`config.mk`:
```
export PLATFORM = sky130hd
export DESIGN_NAME = dsi_cmd_pkt_if
export DESIGN_NICKNAME = d
export VERILOG_FILES = /design/src/rtl/dsi_cmd_pkg.sv /design/src/rtl/dsi_sync_fifo.sv /design/src/rtl/dsi_rd_track.sv /design/src/rtl/dsi_pkt_tx.sv /design/src/rtl/dsi_cmd_pkt_if.sv
export SDC_FILE = /design/constraint.sdc
export NUM_CORES = 1
export LEC_CHECK = 0
export BUFFER_PORTS_ARGS = -buffer_cell sky130_fd_sc_hd__clkbuf_2
export CAP_MARGIN = 20
export CORE_ASPECT_RATIO = 0.9
export CORE_MARGIN = 2
export CORE_UTILIZATION = 24
export DETAILED_ROUTE_END_ITERATION = 12
export GPL_TIMING_DRIVEN = 0
export PLACE_DENSITY = 0.4
export SLEW_MARGIN = 10
export SYNTH_ARGS = -nofsm -noshare
export SYNTH_HDL_FRONTEND = slang
export SYNTH_SLANG_ARGS = --single-unit
```
`constraint.sdc`:
```
create_clock -name clk -period 5.38 [get_ports clk]
set_input_delay 1.614 -clock clk [delete_from_list [all_inputs] [get_ports clk]]
set_output_delay 1.614 -clock clk [all_outputs]
set_load 0.01 [all_outputs]
```
`src/rtl/dsi_cmd_pkg.sv`:
```
// Shared definitions for the command packet front end: register indices,
// status bit positions, the command FIFO entry and data-type decoders.
package dsi_cmd_pkg;
    localparam int DW = 32;
    localparam int REG_AW = 2;

    typedef enum logic [REG_AW-1:0] {
        REG_OPT  = 2'd0,
        REG_HDR  = 2'd1,
        REG_PLD  = 2'd2,
        REG_STAT = 2'd3
    } reg_sel_e;

    localparam int ST_CMD_EMPTY = 0;
    localparam int ST_CMD_FULL  = 1;
    localparam int ST_WPL_EMPTY = 2;
    localparam int ST_WPL_FULL  = 3;
    localparam int ST_RPL_EMPTY = 4;
    localparam int ST_RPL_FULL  = 5;
    localparam int ST_RD_BUSY   = 6;
    localparam int ST_OVF       = 8;
    localparam int ST_UDF       = 9;

    typedef struct packed {
        logic          lp;
        logic          ack;
        logic [DW-1:0] hdr;
    } cmd_ent_t;

    // Long packets carry a payload; they are the types with low nibble 9.
    function automatic logic dt_is_long(logic [5:0] dt);
        return dt[3:0] == 4'h9;
    endfunction

    // Read requests: low nibble 4 (generic reads) or the command-set read 0x06.
    function automatic logic dt_is_read(logic [5:0] dt);
        return (dt[3:0] == 4'h4) || (dt == 6'h06);
    endfunction
endpackage

```
`src/rtl/dsi_sync_fifo.sv`:
```
// Synchronous FIFO with a registered occupancy count.
// Assumes: DEPTH >= 2. A push when full and a pop when empty are ignored;
// the caller flags them. The head word is shown combinationally, and the
// empty/full flags come from the count register, so they change one cycle
// after a push or pop.
module dsi_sync_fifo #(
    parameter int WIDTH = 32,
    parameter int DEPTH = 4
) (
    input  logic             clk,
    input  logic             rst_n,
    input  logic             push,
    input  logic [WIDTH-1:0] din,
    input  logic             pop,
    output logic [WIDTH-1:0] head,
    output logic             empty,
    output logic             full
);
    localparam int PTR_W = (DEPTH > 1) ? $clog2(DEPTH) : 1;
    localparam int CNT_W = $clog2(DEPTH + 1);
    localparam logic [PTR_W-1:0] LAST = PTR_W'(DEPTH - 1);

    logic [WIDTH-1:0] mem [DEPTH];
    logic [PTR_W-1:0] wr_ptr, rd_ptr;
    logic [CNT_W-1:0] count;
    logic do_push, do_pop;

    assign do_push = push && (count != CNT_W'(DEPTH));
    assign do_pop  = pop && (count != '0);
    assign head    = mem[rd_ptr];
    assign empty   = (count == '0);
    assign full    = (count == CNT_W'(DEPTH));

    // Storage write on an accepted push.
    always_ff @(posedge clk) begin
        if (do_push) mem[wr_ptr] <= din;
    end

    // Pointer and occupancy update.
    always_ff @(posedge clk) begin
        if (!rst_n) begin
            wr_ptr <= '0;
            rd_ptr <= '0;
            count  <= '0;
        end else begin
            if (do_push) wr_ptr <= (wr_ptr == LAST) ? '0 : wr_ptr + 1'b1;
            if (do_pop)  rd_ptr <= (rd_ptr == LAST) ? '0 : rd_ptr + 1'b1;
            case ({do_push, do_pop})
                2'b10:   count <= count + 1'b1;
                2'b01:   count <= count - 1'b1;
                default: count <= count;
            endcase
        end
    end

    // occupancy never passes the depth and the flags never conflict.
    a_r2_count_bound: assert property (@(posedge clk) disable iff (!rst_n)
        (count <= CNT_W'(DEPTH)) && !(empty && full));
    // an accepted push on a non-popping cycle clears empty on the next cycle.
    a_r6_push_clears_empty: assert property (@(posedge clk) disable iff (!rst_n)
        (push && !pop && !full) |=> !empty);
endmodule

```
`src/rtl/dsi_rd_track.sv`:
```
// Tracks whether a read request is waiting for its response.
// Assumes: one read is outstanding at a time. If a new read is accepted in the
// same cycle as the final word of the previous response, the new read wins.
module dsi_rd_track
    import dsi_cmd_pkg::*;
(
    input  logic       clk,
    input  logic       rst_n,
    input  logic       hdr_accept,
    input  logic [5:0] hdr_dt,
    input  logic       rsp_end,
    output logic       busy
);
    logic start;
    assign start = hdr_accept && dt_is_read(hdr_dt);

    // Busy flag: set by an accepted read header, cleared by the end of the response.
    always_ff @(posedge clk) begin
        if (!rst_n)       busy <= 1'b0;
        else if (start)   busy <= 1'b1;
        else if (rsp_end) busy <= 1'b0;
    end

    // an accepted read request raises busy on the next cycle.
    a_r7_busy_set: assert property (@(posedge clk) disable iff (!rst_n)
        start |=> busy);
    // the final response word clears busy unless a new read starts.
    a_r7_busy_clear: assert property (@(posedge clk) disable iff (!rst_n)
        (rsp_end && !start) |=> !busy);
endmodule

```
`src/rtl/dsi_pkt_tx.sv`:
```
// Link-side sequencer: presents each queued header, then the payload words
// that its byte count calls for, on a valid/ready word interface.
// Assumes: the payload of a long packet was staged before its header. If the
// payload FIFO runs dry mid-packet, the sequencer waits with lk_valid low.
module dsi_pkt_tx
    import dsi_cmd_pkg::*;
(
    input  logic          clk,
    input  logic          rst_n,
    input  cmd_ent_t      cmd_head,
    input  logic          cmd_empty,
    output logic          cmd_pop,
    input  logic [DW-1:0] pld_head,
    input  logic          pld_empty,
    output logic          pld_pop,
    output logic          lk_valid,
    input  logic          lk_ready,
    output logic          lk_hdr,
    output logic [DW-1:0] lk_data,
    output logic          lk_lp,
    output logic          lk_ack
);
    typedef enum logic {S_HDR, S_PLD} tx_state_e;

    tx_state_e   state;
    logic [15:0] rem_q;
    logic        lp_q, ack_q;
    logic [16:0] words_w;
    logic        hdr_long;
    logic        take;

    assign hdr_long = dt_is_long(cmd_head.hdr[5:0]);
    assign words_w  = ({1'b0, cmd_head.hdr[23:8]} + 17'd3) >> 2;
    assign lk_hdr   = (state == S_HDR);
    assign lk_valid = lk_hdr ? !cmd_empty : !pld_empty;
    assign lk_data  = lk_hdr ? cmd_head.hdr : pld_head;
    assign lk_lp    = lk_hdr ? cmd_head.lp  : lp_q;
    assign lk_ack   = lk_hdr ? cmd_head.ack : ack_q;
    assign take     = lk_valid && lk_ready;
    assign cmd_pop  = take && lk_hdr;
    assign pld_pop  = take && !lk_hdr;

    // Packet sequencing: load the word count at the header, count it down in payload.
    always_ff @(posedge clk) begin
        if (!rst_n) begin
            state <= S_HDR;
            rem_q <= '0;
            lp_q  <= 1'b0;
            ack_q <= 1'b0;
        end else if (cmd_pop) begin
            lp_q  <= cmd_head.lp;
            ack_q <= cmd_head.ack;
            rem_q <= words_w[15:0];
            state <= (hdr_long && words_w != '0) ? S_PLD : S_HDR;
        end else if (pld_pop) begin
            rem_q <= rem_q - 1'b1;
            if (rem_q == 16'd1) state <= S_HDR;
        end
    end

    // a stalled word is held unchanged.
    a_r10_hold: assert property (@(posedge clk) disable iff (!rst_n)
        (lk_valid && !lk_ready) |=> (lk_valid && $stable(lk_data) && $stable(lk_hdr)));
    // after a short header is taken, the next word offered is a header.
    a_r5_short_no_payload: assert property (@(posedge clk) disable iff (!rst_n)
        (take && lk_hdr && !dt_is_long(lk_data[5:0])) |=> lk_hdr);
    // the low-power and acknowledge options stay fixed through a payload word stream.
    a_r4_opts_held: assert property (@(posedge clk) disable iff (!rst_n)
        (pld_pop && rem_q != 16'd1) |=> ($stable(lk_lp) && $stable(lk_ack)));
endmodule

```
`src/rtl/dsi_cmd_pkt_if.sv`:
```
// Register front end for queuing command packets and collecting read data.
// Assumes: one register access per cycle per port. Read data is registered
// and valid in the cycle after rd_en. Writes to the header index commit the
// packet staged so far. Dropped writes and empty reads are recorded in sticky
// status bits that are cleared by writing 1 to them.
module dsi_cmd_pkt_if
    import dsi_cmd_pkg::*;
#(
    parameter int CMD_DEPTH = 4,
    parameter int PLD_DEPTH = 16,
    parameter int RSP_DEPTH = 16
) (
    input  logic              clk,
    input  logic              rst_n,
    input  logic              wr_en,
    input  logic [REG_AW-1:0] wr_addr,
    input  logic [DW-1:0]     wr_data,
    input  logic              rd_en,
    input  logic [REG_AW-1:0] rd_addr,
    output logic [DW-1:0]     rd_data,
    output logic              lk_valid,
    input  logic              lk_ready,
    output logic              lk_hdr,
    output logic [DW-1:0]     lk_data,
    output logic              lk_lp,
    output logic              lk_ack,
    input  logic              rsp_valid,
    input  logic [DW-1:0]     rsp_data,
    input  logic              rsp_last
);
    localparam int CMD_W = $bits(cmd_ent_t);

    logic [1:0]    opt_q;
    logic          ovf_q, udf_q;
    logic          cmd_empty, cmd_full, cmd_pop;
    logic          wpl_empty, wpl_full, wpl_pop;
    logic          rpl_empty, rpl_full;
    logic          rd_busy;
    logic [CMD_W-1:0] cmd_head_raw;
    cmd_ent_t      cmd_head, cmd_in;
    logic [DW-1:0] wpl_head, rpl_head;
    logic          hdr_wr, pld_wr, stat_wr, pld_rd;
    logic          cmd_push, wpl_push, rpl_push, rpl_pop;
    logic          ovf_set, udf_set;
    logic [DW-1:0] status_w;

    assign hdr_wr   = wr_en && (wr_addr == REG_HDR);
    assign pld_wr   = wr_en && (wr_addr == REG_PLD);
    assign stat_wr  = wr_en && (wr_addr == REG_STAT);
    assign pld_rd   = rd_en && (rd_addr == REG_PLD);
    assign cmd_push = hdr_wr && !cmd_full;
    assign wpl_push = pld_wr && !wpl_full;
    assign rpl_push = rsp_valid && !rpl_full;
    assign rpl_pop  = pld_rd && !rpl_empty;
    assign ovf_set  = (hdr_wr && cmd_full) || (pld_wr && wpl_full) || (rsp_valid && rpl_full);
    assign udf_set  = pld_rd && rpl_empty;

    assign cmd_in.lp  = opt_q[0];
    assign cmd_in.ack = opt_q[1];
    assign cmd_in.hdr = wr_data;
    assign cmd_head   = cmd_ent_t'(cmd_head_raw);

    // The three queues share one FIFO design; widths and depths differ.
    dsi_sync_fifo #(.WIDTH(CMD_W), .DEPTH(CMD_DEPTH)) u_cmd_fifo (
        .clk(clk), .rst_n(rst_n), .push(cmd_push), .din(cmd_in), .pop(cmd_pop),
        .head(cmd_head_raw), .empty(cmd_empty), .full(cmd_full));

    dsi_sync_fifo #(.WIDTH(DW), .DEPTH(PLD_DEPTH)) u_wpl_fifo (
        .clk(clk), .rst_n(rst_n), .push(wpl_push), .din(wr_data), .pop(wpl_pop),
        .head(wpl_head), .empty(wpl_empty), .full(wpl_full));

    dsi_sync_fifo #(.WIDTH(DW), .DEPTH(RSP_DEPTH)) u_rpl_fifo (
        .clk(clk), .rst_n(rst_n), .push(rpl_push), .din(rsp_data), .pop(rpl_pop),
        .head(rpl_head), .empty(rpl_empty), .full(rpl_full));

    dsi_pkt_tx u_tx (
        .clk(clk), .rst_n(rst_n),
        .cmd_head(cmd_head), .cmd_empty(cmd_empty), .cmd_pop(cmd_pop),
        .pld_head(wpl_head), .pld_empty(wpl_empty), .pld_pop(wpl_pop),
        .lk_valid(lk_valid), .lk_ready(lk_ready), .lk_hdr(lk_hdr),
        .lk_data(lk_data), .lk_lp(lk_lp), .lk_ack(lk_ack));

    dsi_rd_track u_rd_track (
        .clk(clk), .rst_n(rst_n),
        .hdr_accept(cmd_push), .hdr_dt(wr_data[5:0]),
        .rsp_end(rsp_valid && rsp_last && !rpl_full),
        .busy(rd_busy));

    // Status word assembled from registered flags.
    always_comb begin
        status_w = '0;
        status_w[ST_CMD_EMPTY] = cmd_empty;
        status_w[ST_CMD_FULL]  = cmd_full;
        status_w[ST_WPL_EMPTY] = wpl_empty;
        status_w[ST_WPL_FULL]  = wpl_full;
        status_w[ST_RPL_EMPTY] = rpl_empty;
        status_w[ST_RPL_FULL]  = rpl_full;
        status_w[ST_RD_BUSY]   = rd_busy;
        status_w[ST_OVF]       = ovf_q;
        status_w[ST_UDF]       = udf_q;
    end

    // Option register write.
    always_ff @(posedge clk) begin
        if (!rst_n)                                 opt_q <= '0;
        else if (wr_en && (wr_addr == REG_OPT))     opt_q <= wr_data[1:0];
    end

    // Sticky error bits: a new event takes priority over a write-one clear.
    always_ff @(posedge clk) begin
        if (!rst_n) begin
            ovf_q <= 1'b0;
            udf_q <= 1'b0;
        end else begin
            if (ovf_set)                        ovf_q <= 1'b1;
            else if (stat_wr && wr_data[ST_OVF]) ovf_q <= 1'b0;
            if (udf_set)                        udf_q <= 1'b1;
            else if (stat_wr && wr_data[ST_UDF]) udf_q <= 1'b0;
        end
    end

    // Registered read data mux.
    always_ff @(posedge clk) begin
        if (!rst_n) begin
            rd_data <= '0;
        end else if (rd_en) begin
            case (rd_addr)
                REG_OPT:  rd_data <= {{(DW-2){1'b0}}, opt_q};
                REG_PLD:  rd_data <= rpl_empty ? '0 : rpl_head;
                REG_STAT: rd_data <= status_w;
                default:  rd_data <= '0;
            endcase
        end
    end

    // the overflow flag holds until a write-one clear.
    a_r3_ovf_sticky: assert property (@(posedge clk) disable iff (!rst_n)
        (ovf_q && !(stat_wr && wr_data[ST_OVF])) |=> ovf_q);
    // a header write into a full command FIFO flags overflow.
    a_r3_hdr_drop_flag: assert property (@(posedge clk) disable iff (!rst_n)
        (hdr_wr && cmd_full) |=> ovf_q);
    // a payload read of an empty FIFO returns zero and flags underflow.
    a_r9_empty_read: assert property (@(posedge clk) disable iff (!rst_n)
        (pld_rd && rpl_empty) |=> (rd_data == '0 && udf_q));
    // the underflow flag holds until a write-one clear.
    a_r9_udf_sticky: assert property (@(posedge clk) disable iff (!rst_n)
        (udf_q && !(stat_wr && wr_data[ST_UDF])) |=> udf_q);
endmodule

```
After elaboration in Yosys (flattened, before gate mapping)
Memory sizes are Yosys's and may differ from the RTL's. A register that Yosys moved wholly into a read port is not among the register bits.
Cells that the tools add are included.

cells by class
  add/subtract/negate cells = 14
  eq/ne operators = 27
  mux-type cells = 39
  bitwise gates (word level) = 2
  reduce and logical (&&, ||, !) cells = 56

operator list
  cell                   number
  $pmux 32 s3            1
  $mux 32                2
  $mux 4                 8
  $mux 15                2
  $logic_and 1x1->1      28
  $eq 4x4->1 const B     5
  $pmux 5 s2             2
  $mux 1                 19
  $eq 2x2->1 const B     9
  $add 16x2->17 const B  1
  $reduce_bool 17->1     1
  $add 4x1->4 const B    4
  $eq 16x1->1 const B    1
  $reduce_bool 2->1      8
  $sub 16x1->16 const B  1
  $add 5x1->5 const B    2
  $eq 5x5->1 const B     2
  $logic_not 5->1        2
  $ne 5x5->1 const B     2
  $reduce_bool 5->1      2
  $sub 5x1->5 const B    2
  $eq 2x1->1 const B     4
  $mux 2                 4
  $eq 6x3->1 const B     1
  other kinds (15)       25

word-level totals
  bits in registers = 89
  RAM bits = 1,160
  input bits = 75
  output and inout bits = 68
  logic and storage cells = 160
  memories kept = 3

memories
  name            words  bits a word  read ports  clocked after memory_dff  write ports  line                 RTL
  u_rpl_fifo.mem  16     32           1           1                         1            dsi_sync_fifo.sv:23  logic [WIDTH-1:0] mem [DEPTH];
  u_wpl_fifo.mem  16     32           1           1                         1            dsi_sync_fifo.sv:23
  u_cmd_fifo.mem  4      34           1           1                         1            dsi_sync_fifo.sv:23

Logic depth before layout (Yosys ltp)
  depth after elaboration = 8
  depth in mapped cells = 14
  depth with buffers taken out = 11

By module
A second synthesis with hierarchy kept.

unflattened totals
  cell total of the unflattened synthesis = 2,299
  area total of the unflattened synthesis = 49,886.6 um^2

modules (own cells, without submodules)
  module                      instances  cells an instance  area an instance (um^2)  seq. area each (um^2)
  dsi_sync_fifo (u_wpl_fifo)  1          824                20,472.1                 15,715.1
  dsi_sync_fifo (u_rpl_fifo)  1          824                20,469.6                 15,715.1
  dsi_sync_fifo (u_cmd_fifo)  1          234                5,449.0                  4,264.1
  dsi_pkt_tx                  1          239                1,928.1                  380.4
  dsi_cmd_pkt_if              1          172                1,519.0                  720.7
  dsi_rd_track                1          6                  48.8                     20.0

Worst setup path before layout
No wires, ideal clock.

  path type = input to register
  start point = input wr_addr[0]
  end point = memory u_wpl_fifo.mem[0][0], enable pin
  library setup time = 0.461 ns
  arrival time = 4.536 ns
  path slack = 0.383 ns
  stages = 5
  path buffers = 1
  cells stage by stage = nand3b_1 > a21oi_1 > clkbuf_1 > nand2_1 > nor3_1

on the way
  longest elaborated chain between the ends = 6

ends and longest elaborated chain
  element                       line                  RTL
  from (decl)                   dsi_cmd_pkt_if.sv:16  input logic [REG_AW-1:0] wr_addr,
  $eq 2x2->1                    dsi_cmd_pkt_if.sv:48  assign pld_wr = wr_en && (wr_addr == REG_PLD);
  $logic_and 1x1->1             dsi_cmd_pkt_if.sv:48
  $logic_and 1x1->1             dsi_cmd_pkt_if.sv:52  assign wpl_push = pld_wr && !wpl_full;
  $logic_and 1x1->1             dsi_sync_fifo.sv:28   assign do_push = push && (count != CNT_W'(DEPTH));
  $mux 1                        dsi_sync_fifo.sv:36   if (do_push) mem[wr_ptr] <= din;
  $mux 1 (not written as such)  dsi_sync_fifo.sv:36
  to (decl)                     dsi_sync_fifo.sv:23

Every way passes these cells.

==> metrics.md <==
| Metric | Value |
|---|---|
| Hold Path Origin | u_tx.lp_q |
| Post-synth cell types | between 70 and 80 |
| Die H | ~430 um |
| Setup violators final | 0 |
| XOR/XNOR share of the synthesized area | 0.00517 |
| RR Endpoint | u_rpl_fifo.count[4] |
| Commonest non-fill, non-tap cell in the layout | edfxtp_1 |
| Worst-margin pin slew | between 1 and 1.5 ns |
| Tot Pwr | approximately 22 mW |
| Cells after Synth | about 2.4k |
| Largest family of logic cells by synthesized area | multiplexers |
| CP Class | reg -> out |
| Post-CTS setup buffer count | 0 |
| Largest fanout on the critical path | 10 |
| Via count | between 20k and 30k |
| Reg2reg start | u_rpl_fifo.count[0] |
| Root Buffer | clkbuf_16 |
| GRT Resource Usage Total | 0.138 |
| WHS Path Cells | 2 |
| GRT met3 Usage | 0.0197 |
| Mux share of post-synthesis cell area | 0.163 |
| # Max-Cap Violations | 0 |
| Nets | 2884 |
| M1 GR Usage | 0.180 |
| Tcrit/Tclk final | 0.964 |
| Total global routing overflow | 0 |
| Peak VDD IR | roughly 0.29 mV |
| Rel. slew slack | 0.259 |
| Main synth FF type | edfxtp_1 |
| Synth Area in Compound Gates | 0.0243 |
| Final Instance Count excl. Fillers | roughly 5.6k |
| Adder-Cell Fraction of Synth Area | 0.00744 |
| Initial Utilization | 0.241 |
| Post-Route WL | approximately 140000 um |
| Post-synth EDFFs | roughly 1.2k |
| Longest Clk Path Bufs | 3 |
| PwrDens | about 360 mW/mm^2 |
| Area delta synth->final | 20.6% |
| Gp weighted congestion | 0.750 |
| Max Slew Vio Count | 0 |
| CP Capture Type | output port |
| Critical path required time | between 3 and 4 ns |
| Most frequent cells in the layout | edfxtp_1 (1160), mux4_2 (329), nand2_1 (174) |
| DR iter-0 viols | approximately 2.0k |
| Unrepaired setup endpoints after global routing | yes |
| Core ar. | 0.204 sq mm |
| FFs w/ async S/R, synth | 0 |
| Crit path launch type | register |
| Worst EP arrival | 3.57 ns |
| Synth Register Bits | ~1.3k |
| Reg2Reg Depth | 13 |
| CTS tree | built |
| Row count | between 150 and 200 |
| Grt met2 use | 0.239 |
| Vias in the first global route | 26.4k |
| Clock Latency Late Sink | just under 0.8 ns |
| DP HPWL | between 90000 and 100000 um |
| Worst R2R Setup Slack | approximately 1.5 ns |
| Vias per cell | approximately 4.5 |
| Antenna violations before repair | 20 |
| Status | finished clean |
| First-pass iteration count of the detailed router | 8 |
| Share of cells above drive strength 1 | 0.313 |
| Die ar. | roughly 0.21 sq mm |
| IO Pins | roughly 140 |
| Post-synthesis area per instance | approximately 20 sq um |
| Final hold vios | 0 |
| Grt peak-use layer | met2 |
| Ys Warns | 0 |
| Final min period | around 5.2 ns |
| Largest net degree at the start of global routing | 23 |
| Mapped Nets | 2507 |
| Sink Count | between 1k and 1.5k |
| CTS Buf Count | around 140 |
| Max H-tree Level | 4 |
| Die width | 481 um |
| # port buffers | between 100 and 150 |
| Wire per inst | around 26 um |
| Clk slew on worst S/H paths | roughly 0.060 ns |
| Simple-gate area share of the yosys netlist | 0.0362 |
| Clock Skews | 0.0504 ns |
| Hold endpoint | u_tx.lp_q |
| Residual DRC count | 0 |
| Worst hold path type | reg -> reg |
| Peak Freq | between 150 and 200 MHz |
| Synthesized area | ~0.05 sq mm |
| Cells after DPL | roughly 5.3k |
| Post-synthesis sequential area ratio | 0.749 |
| First-pass GRT wire length | 202000 um |
| Antenna Nets Post-Route | 0 |
| P_leak | around 18 nW |
## report_power, final
group	leakage (nW)	switching, mW	internal [mW]	total (mW)
clock	2.11	4.03	5.07	9.10
sequential	11.3	0.0924	10.8	10.9
combinational	4.87	0.971	0.587	1.56
## worst max path at each step
| stage | slack [ns] | cells past startpoint | end |
|---|---|---|---|
| 2_1_floorplan | 0.38 | 5 | u_wpl_fifo.mem[0][0] |
| 3_3_place_gp | -4.34 | 6 | u_wpl_fifo.mem[0][27] |
| 3_5_place_dp | 0.51 | 13 | u_rpl_fifo.count[4] |
| 4_1_cts | 0.02 | 7 | lk_data[6] |
| 5_1_grt | -0.01 | 7 | lk_data[22] |
| 6_report | 0.19 | 7 | lk_data[17] |
## cell usage after synthesis, types with 19 or more instances
cell type  instances  area [sq um]
clkbuf_1          52           195
mux2_2            25           282
mux2i_1           33           330
ha_1              26           325
nand2_1          174           653
nor3_1            19          95.1
buf_2             50           250
mux4_2           329          7410
edfxtp_1        1160         34800
a21oi_1           69           345
nor2_1            67           251
nand2b_1          28           175
o211ai_1          25           188
inv_1             26          97.6
o21ai_0           27           135
dfxtp_1           99          1980
## critical path, cell delays in order, from the launching register on
cell and delay [ns]:
dfxtp_1 0.34, clkbuf_1 0.41, clkbuf_2 0.49, mux4_2 0.37, mux4_2 0.48, nand2_1 0.18, o21ai_0 0.30, clkbuf_2 0.24
## sequential cells by signal, summed over array words and instances, names as in the netlist, 3 cells and up, named ones only
signal / cells
u_wpl_fifo.count: 5
u_tx.rem_q: 16
u_cmd_fifo.count: 3
u_rpl_fifo.count: 5
u_rpl_fifo.wr_ptr: 4
u_cmd_fifo.mem: 136
u_rpl_fifo.mem: 512
u_wpl_fifo.rd_ptr: 4
u_wpl_fifo.mem: 512
u_rpl_fifo.rd_ptr: 4
u_wpl_fifo.wr_ptr: 4
rd_data: 32
## area by class of cell
cell class	count	area, sq um
inverter	28	105
antenna	2	5.00
fill	20032	144000
buffer	125	612
multi-input combinational	992	11800
timing repair buffer	234	2140
tap	2703	3380
clock buffer	186	3750
clock inverter	73	581
sequential	1259	36800
## timing repair
item                                    4_1_cts  5_1_grt
gates resized for setup                      11        7
endpoints found under the setup margin       32        6
hold buffers                                  0        0
## per-layer routing
metal | vias up | wire length [um]
met1 | 13527 | 62800
met5 | - | 11
met4 | 2 | 3360
met3 | 214 | 5510
met2 | 628 | 73100
li1 | 10649 | -
## kinds of logic (layout without fill, tap and decap cells)
group	after synthesis	in the layout
xor gates and xnor gates	29	29
adders and majority gates	28	28
and+or+nand+nor	370	370
DFF	1259	1259
AOI/OAI and AO/OA	178	178
buffers and inverters	153	646
other	0	2
muxes	387	387
## metrics by stage
stage                     area (sq um)  setup TNS [ns]  hold slack, ns  setup WS [ns]  utilization
after floorplan                  49100               0           0.436          0.383            -
after global placement           53200        -2141.45           0.459          -4.34        0.261
after detailed placement         54900               0           0.452          0.510        0.270
after CTS                        59200               0           0.461         0.0192        0.291
after global routing             59200         -0.0131           0.495        -0.0131        0.291
final                            59200               0           0.461          0.193        0.291
(Power assumes the default switching activity.)
